File: config.mk
export PLATFORM = sky130hd
export DESIGN_NAME = ep_size_alloc
export DESIGN_NICKNAME = d
export VERILOG_FILES = /design/src/rtl/ep_alloc_pkg.sv /design/src/rtl/ep_size_table.sv /design/src/rtl/ep_base_walker.sv /design/src/rtl/ep_size_alloc.sv
export SDC_FILE = /design/constraint.sdc
export NUM_CORES = 2
export LEC_CHECK = 0
export BUFFER_PORTS_ARGS = -buffer_cell sky130_fd_sc_hd__buf_2
export CORE_MARGIN = 10
export CORE_UTILIZATION = 42
export CTS_BUF_LIST = sky130_fd_sc_hd__clkbuf_8
export DETAILED_ROUTE_END_ITERATION = 16
export HOLD_SLACK_MARGIN = 0.1
export MAX_ROUTING_LAYER = met4
export SYNTH_ARGS = -nofsm -noshare
export SYNTH_HDL_FRONTEND = slang
export SYNTH_SLANG_ARGS = --single-unit
File: constraint.sdc
create_clock -name clk -period 11 [get_ports clk]
set_input_delay 0.55 -clock clk [delete_from_list [all_inputs] [get_ports clk]]
set_output_delay 0.55 -clock clk [all_outputs]
set_load 0.01 [all_outputs]
File: src/rtl/ep_alloc_pkg.sv
package ep_alloc_pkg;
  localparam int NUM_EP_DEF   = 32;
  localparam int SIZE_W_DEF   = 10;
  localparam int WORD_B_DEF   = 4;
  localparam int CTRL_RST_DEF = 8;

  typedef enum logic {
    SEL_INDEX = 1'b0,
    SEL_SIZE  = 1'b1
  } reg_sel_e;
endpackage

File: src/rtl/ep_size_table.sv
module ep_size_table #(
  parameter int NUM_EP   = 32,
  parameter int SIZE_W   = 10,
  parameter int EP_W     = 5,
  parameter int CTRL_RST = 8
) (
  input  logic              clk,
  input  logic              rst_n,
  input  logic              idx_wr,
  input  logic              size_wr,
  input  logic [SIZE_W-1:0] wdata,
  input  logic [EP_W-1:0]   walk_ep,
  output logic [SIZE_W-1:0] sel_size,
  output logic [SIZE_W-1:0] walk_size
);
  logic [EP_W-1:0]                idx_q;
  logic [NUM_EP-1:0][SIZE_W-1:0]  entries;

  always_ff @(posedge clk) begin
    if (!rst_n) begin
      idx_q <= '0;
      for (int i = 0; i < NUM_EP; i++)
        entries[i] <= (i == 0) ? SIZE_W'(CTRL_RST) : '0;
    end else begin
      if (idx_wr)
        idx_q <= wdata[EP_W-1:0];
      if (size_wr)
        entries[idx_q] <= wdata;
    end
  end

  assign sel_size  = entries[idx_q];
  assign walk_size = entries[walk_ep];

  AST_INDEX_KEEPS_TABLE: assert property (@(posedge clk) disable iff (!rst_n)
    (idx_wr && !size_wr) |=> $stable(entries));

  AST_SIZE_LANDS: assert property (@(posedge clk) disable iff (!rst_n)
    size_wr |=> entries[$past(idx_q)] == $past(wdata));
endmodule

File: src/rtl/ep_base_walker.sv
module ep_base_walker #(
  parameter int NUM_EP   = 32,
  parameter int SIZE_W   = 10,
  parameter int EP_W     = 5,
  parameter int ADDR_W   = 14,
  parameter int WORD_B   = 4,
  parameter int CTRL_RST = 8
) (
  input  logic              clk,
  input  logic              rst_n,
  input  logic              start,
  input  logic              clr,
  input  logic [SIZE_W-1:0] ep_size,
  input  logic [EP_W-1:0]   lookup_ep,
  output logic [EP_W-1:0]   ptr,
  output logic [ADDR_W-1:0] lookup_base,
  output logic              busy,
  output logic              realized
);
  localparam int              WB_SHIFT  = $clog2(WORD_B);
  localparam int              RST_WORDS = (CTRL_RST + WORD_B - 1) / WORD_B;
  localparam logic [EP_W-1:0] LAST_EP   = EP_W'(NUM_EP - 1);

  logic [NUM_EP-1:0][ADDR_W-1:0] bases;
  logic [ADDR_W-1:0]             acc;
  logic [SIZE_W:0]               rounded;
  logic [ADDR_W-1:0]             step;

  always_comb begin
    rounded = {1'b0, ep_size} + (SIZE_W+1)'(WORD_B - 1);
    step    = ADDR_W'(rounded >> WB_SHIFT);
  end

  always_ff @(posedge clk) begin
    if (!rst_n) begin
      busy     <= 1'b0;
      realized <= 1'b0;
      ptr      <= '0;
      acc      <= '0;
      for (int i = 0; i < NUM_EP; i++)
        bases[i] <= (i == 0) ? '0 : ADDR_W'(RST_WORDS);
    end else if (start) begin
      busy     <= 1'b1;
      realized <= 1'b0;
      ptr      <= '0;
      acc      <= '0;
    end else if (busy) begin
      bases[ptr] <= acc;
      acc        <= acc + step;
      ptr        <= ptr + 1'b1;
      if (ptr == LAST_EP) begin
        busy     <= 1'b0;
        realized <= 1'b1;
      end
    end else if (clr) begin
      realized <= 1'b0;
    end
  end

  assign lookup_base = bases[lookup_ep];

  AST_START_RESTARTS: assert property (@(posedge clk) disable iff (!rst_n)
    start |=> (busy && ptr == '0));

  AST_DONE_SETS_FLAG: assert property (@(posedge clk) disable iff (!rst_n)
    $fell(busy) |-> realized);

  AST_FLAG_LOW_IN_PASS: assert property (@(posedge clk) disable iff (!rst_n)
    busy |-> !realized);

  AST_IDLE_BASES_HOLD: assert property (@(posedge clk) disable iff (!rst_n)
    !busy |=> $stable(bases));

  AST_NO_OVERFLOW: assert property (@(posedge clk) disable iff (!rst_n)
    (busy && !start) |=> acc >= $past(acc));
endmodule

File: src/rtl/ep_size_alloc.sv
module ep_size_alloc
  import ep_alloc_pkg::*;
#(
  parameter int NUM_EP   = NUM_EP_DEF,
  parameter int SIZE_W   = SIZE_W_DEF,
  parameter int WORD_B   = WORD_B_DEF,
  parameter int CTRL_RST = CTRL_RST_DEF,
  parameter int EP_W     = $clog2(NUM_EP),
  parameter int ADDR_W   = $clog2(NUM_EP * ((2**SIZE_W + WORD_B - 2) / WORD_B) + 1)
) (
  input  logic              clk,
  input  logic              rst_n,
  input  logic              reg_wr,
  input  logic              reg_sel,
  input  logic [SIZE_W-1:0] reg_wdata,
  output logic [SIZE_W-1:0] size_rdata,
  input  logic              realize_clr,
  input  logic [EP_W-1:0]   lookup_ep,
  output logic [ADDR_W-1:0] lookup_base,
  output logic              busy,
  output logic              realized
);
  logic              idx_wr;
  logic              size_wr;
  logic [EP_W-1:0]   walk_ep;
  logic [SIZE_W-1:0] walk_size;

  assign idx_wr  = reg_wr && (reg_sel_e'(reg_sel) == SEL_INDEX);
  assign size_wr = reg_wr && (reg_sel_e'(reg_sel) == SEL_SIZE);

  ep_size_table #(
    .NUM_EP(NUM_EP), .SIZE_W(SIZE_W), .EP_W(EP_W), .CTRL_RST(CTRL_RST)
  ) u_table (
    .clk       (clk),
    .rst_n     (rst_n),
    .idx_wr    (idx_wr),
    .size_wr   (size_wr),
    .wdata     (reg_wdata),
    .walk_ep   (walk_ep),
    .sel_size  (size_rdata),
    .walk_size (walk_size)
  );

  ep_base_walker #(
    .NUM_EP(NUM_EP), .SIZE_W(SIZE_W), .EP_W(EP_W), .ADDR_W(ADDR_W),
    .WORD_B(WORD_B), .CTRL_RST(CTRL_RST)
  ) u_walker (
    .clk         (clk),
    .rst_n       (rst_n),
    .start       (size_wr),
    .clr         (realize_clr),
    .ep_size     (walk_size),
    .lookup_ep   (lookup_ep),
    .ptr         (walk_ep),
    .lookup_base (lookup_base),
    .busy        (busy),
    .realized    (realized)
  );

  AST_INDEX_NO_PASS: assert property (@(posedge clk) disable iff (!rst_n)
    (!busy && idx_wr) |=> !busy);

  AST_WRITE_RAISES_BUSY: assert property (@(posedge clk) disable iff (!rst_n)
    size_wr |=> (busy && !realized));
endmodule

==> impl_metrics.yaml <==
outcome:
  status: "finished clean"
floorplan:
  rows: 110
  core_um2: 90300
  initial_core_util_pct: 42.5
  die_w_um: 322
  io-pin-count: 46
  dieArea_um2: 104000
  die_h_um: 322
synth:
  synth_compound_area_share_pct: 17.4
  netlist_instances: 4302
  synth_seq_area_share_pct: 41.4
  yosysTopAreaCellShare_pct: 41.4
  ys_types: 53
  synth_top_family_by_area: "simple AND/OR/NAND/NOR gates"
  synthTopCellsByArea: "dfxtp_1, nand2_1, a21boi_0"
  synth_fa_ha_area_share_pct: 0.509
  synthMuxAreaShare_pct: 17.3
  ys_seq_elements: 794
  yosys_warnings: 0
  synthSimpleGateAreaFrac_pct: 19.0
  synth_flop_cell: "dfxtp_1"
  synth_top_area_cell: "dfxtp_1"
  synthXorXnorAreaFrac_pct: 0.456
  syn-mean-instance-area_um2: 8.92
  synth_edf_count: 0
  synth.cell_area_um2: 38400
  async_flop_share_pct: 0
  syn_nets: 4337
sta:
  min_period_ns: 5.68
  finalSetupViolations: 0
  setup_tns_ns: 0
  slew_violations: 0
  rsz0062_at_grt: "false"
  fin_skew_ns: 0.0490
  worst_slack_ns: 5.32
  max_slew_margin_pct: 15.2
  fin_crit_sh_pct: 51.6
  tightest_slew_ns: 1.27
  hold_violations: 0
  fmax_mhz: 176
setup_path:
  reg2reg_depth: 18
  crit_required_ns: 11.69
  worstSetupStartpointType: "register"
  end_kind: "register"
  crit_path_max_fanout: 53
  worstSetupPathType: "reg2reg"
  crit_arrival_ns: 6.37
  r2r_slack_ns: 5.32
global_routing:
  antenna_found_initial: 5
  grt_pass1_wl_um: 199000
  grt_overflow: 0
  grtUsageTotal_pct: 26.0
  grt_busiest_layer: "met2"
  met3_usage_pct: 4.72
  met1_usage_pct: 34.4
  grt_max_degree: 283
  grt.met2_usage_pct: 39.1
  grt_pass1_vias: 29900
power_and_ir_drop:
  p_per_area_nw_per_um2: 143
  sw_frac_of_total_pct: 25.2
  pwr-share-seq_pct: 48.5
  clkPwrFrac_pct: 46.6
  combPwrFrac_pct: 4.9
  p_leak_nw: 13.1
  p_int_w: 0.00447
  finalPower_w: 0.00597
  p_sw_w: 0.00150
  worst_ir_drop_vdd_uv: 125
cts:
  clock_latency_ns: 0.87
  clkTransAtPathRegs_ns: 0.07
  cts_max_level: 4
  cts-root-buf: "clkbuf_8"
  ctsHoldBuffers: 0
  clkSinkCount: 794
  cts_setup_buffers: 0
  cts_resized: 0
  clockBufferDepth: 3
  cts_tree: "done"
  cts_buffers: 140
finish:
  fin_nets: 4197
  fin_area_um2: 41800
  drive_gt1_share_pct: 13.4
  nFillCells: 8642
  area_growth_pct: 8.86
placement:
  dp_slack_ns: 5.42
  place.gp.congestion: 1.03
  post_dp_cell_area_um2: 39000
  io_buffers: 45
  dp_hpwl_um: 84200
drt:
  firstDrtPassIters: 5
  postRouteAntennaNets: 0
  totalWireLength_um: 134000
  wl_per_cell_um: 24.6
  vias: 31800
  drc: 0
  viasPerCell: 5.85
  dr.first_iter.drc_count: 3280
hold_path:
  hold_depth: 3
  min_path_type: "in2reg"
job:
  maxCapViolCount: 0
==> per-layer routing <==
metal | share of wire [%] | up-vias
met5 | 0 | -
met4 | 4.0 | 0
met3 | 8.0 | 308
met2 | 45 | 1450
met1 | 43 | 15600
li1 | - | 14500
==> path summary, 6_finish.rpt <==
check | endpoint | from
max | u_walker.acc[12] | u_walker.ptr[1]
min | u_walker.realized | realize_clr
min reg2reg | u_walker.bases[116] | u_walker.bases[116]
max reg2reg | u_walker.acc[12] | u_walker.ptr[1]
==> synth_stat cells, types with 13 or more instances <==
library cell	count
a211oi_1	13
a21boi_0	738
a22oi_1	48
buf_1	22
buf_2	28
buf_4	13
clkbuf_1	297
dfxtp_1	794
ha_1	14
mux2_2	14
mux2i_1	115
mux4_2	236
nand2_1	1591
nand4_1	17
nor2_1	122
nor3_1	21
o211ai_1	34
o22ai_1	49
xnor2_1	13
==> logic make-up after synthesis <==
logic type                 Yosys count
DFF                                794
xor gates and xnor gates            20
adders and majority gates           15
AOI/OAI and AO/OA                  899
and+or+nand+nor                   1838
buffers and inverters              371
muxes                              365
==> final cells by class <==
cell class / count / area, um^2 / share of cell area (%)
Multi-Input combinational cell: 3137 / 21000 / 50.3
Sequential cell: 794 / 15900 / 38.1
Clock buffer: 174 / 2390 / 5.73
Tap cell: 1176 / 1470 / 3.52
Timing Repair Buffer: 82 / 537 / 1.28
Clock inverter: 71 / 400 / 0.958
Inverter: 7 / 26.3 / 0.0629
Antenna cell: 5 / 12.5 / 0.0300
==> state kept, by name, indices dropped and copies added, names as in the netlist <==
name,count
u_walker.busy,1
u_walker.bases,448
u_table.entries,320
u_walker.realized,1
u_walker.ptr,5
u_walker.acc,14
u_table.idx_q,5
==> power groups by stage <==
stage | logic, W | clock network, W | registers, W
3_3_place_gp | 0.000289 | 0 | 0.00296
2_1_floorplan | 0.000209 | 0 | 0.00295
4_1_cts | 0.000288 | 0.00281 | 0.00290
6_report | 0.000291 | 0.00278 | 0.00290
3_5_place_dp | 0.000288 | 0 | 0.00296
5_1_grt | 0.000305 | 0.00295 | 0.00290
==> per-stage QoR <==
stage	hold slack [ns]	std cells	utilization, %
after floorplan	0.440	4302	-
after global placement	0.447	5196	43.2
after detailed placement	0.456	5196	43.2
after CTS	0.109	5441	46.3
after global routing	0.154	5446	46.3
final	0.192	5446	46.3
==> worst max-delay path, stage by stage (launching register included) <==
cell and delay, ns:
dfxtp_4 0.58, buf_4 0.59, buf_4 0.74, a211oi_1 0.28
nor2_1 0.15, nand4_1 0.16, nor4_2 0.73, xnor2_1 0.20
ha_1 0.18, inv_1 0.06, fa_1 0.43, nor2b_1 0.11
o21ai_0 0.11, a21boi_0 0.46, o211ai_1 0.18, nand2_1 0.13
nand3_1 0.10, xor2_1 0.15, nor2_1 0.05
==> placed cells by master (no fill, tap or decap), types with 4 or more instances in the layout <==
cell type  instances
nand2_1         1591
dfxtp_1          790
a21boi_0         738
mux4_2           236
clkbuf_8         175
mux2i_1          115
nor2_1           106
inv_1             52
o22ai_1           49
a22oi_1           48
buf_2             42
buf_4             37
o211ai_1          34
nor3_1            20
nand4_1           17
nor2_2            17
mux2_2            14
ha_1              14
a211oi_1          13
xnor2_1           13
nand3_1           12
clkinv_2          12
nor4_1             9
nor2b_1            8
nand2b_1           7
xor2_1             7
inv_6              7
nand4bb_1          6
and3_1             6
diode_2            5
a21oi_1            5
or3_1              5
nand4b_1           4
and2_1             4
(Power assumes the default switching activity.)
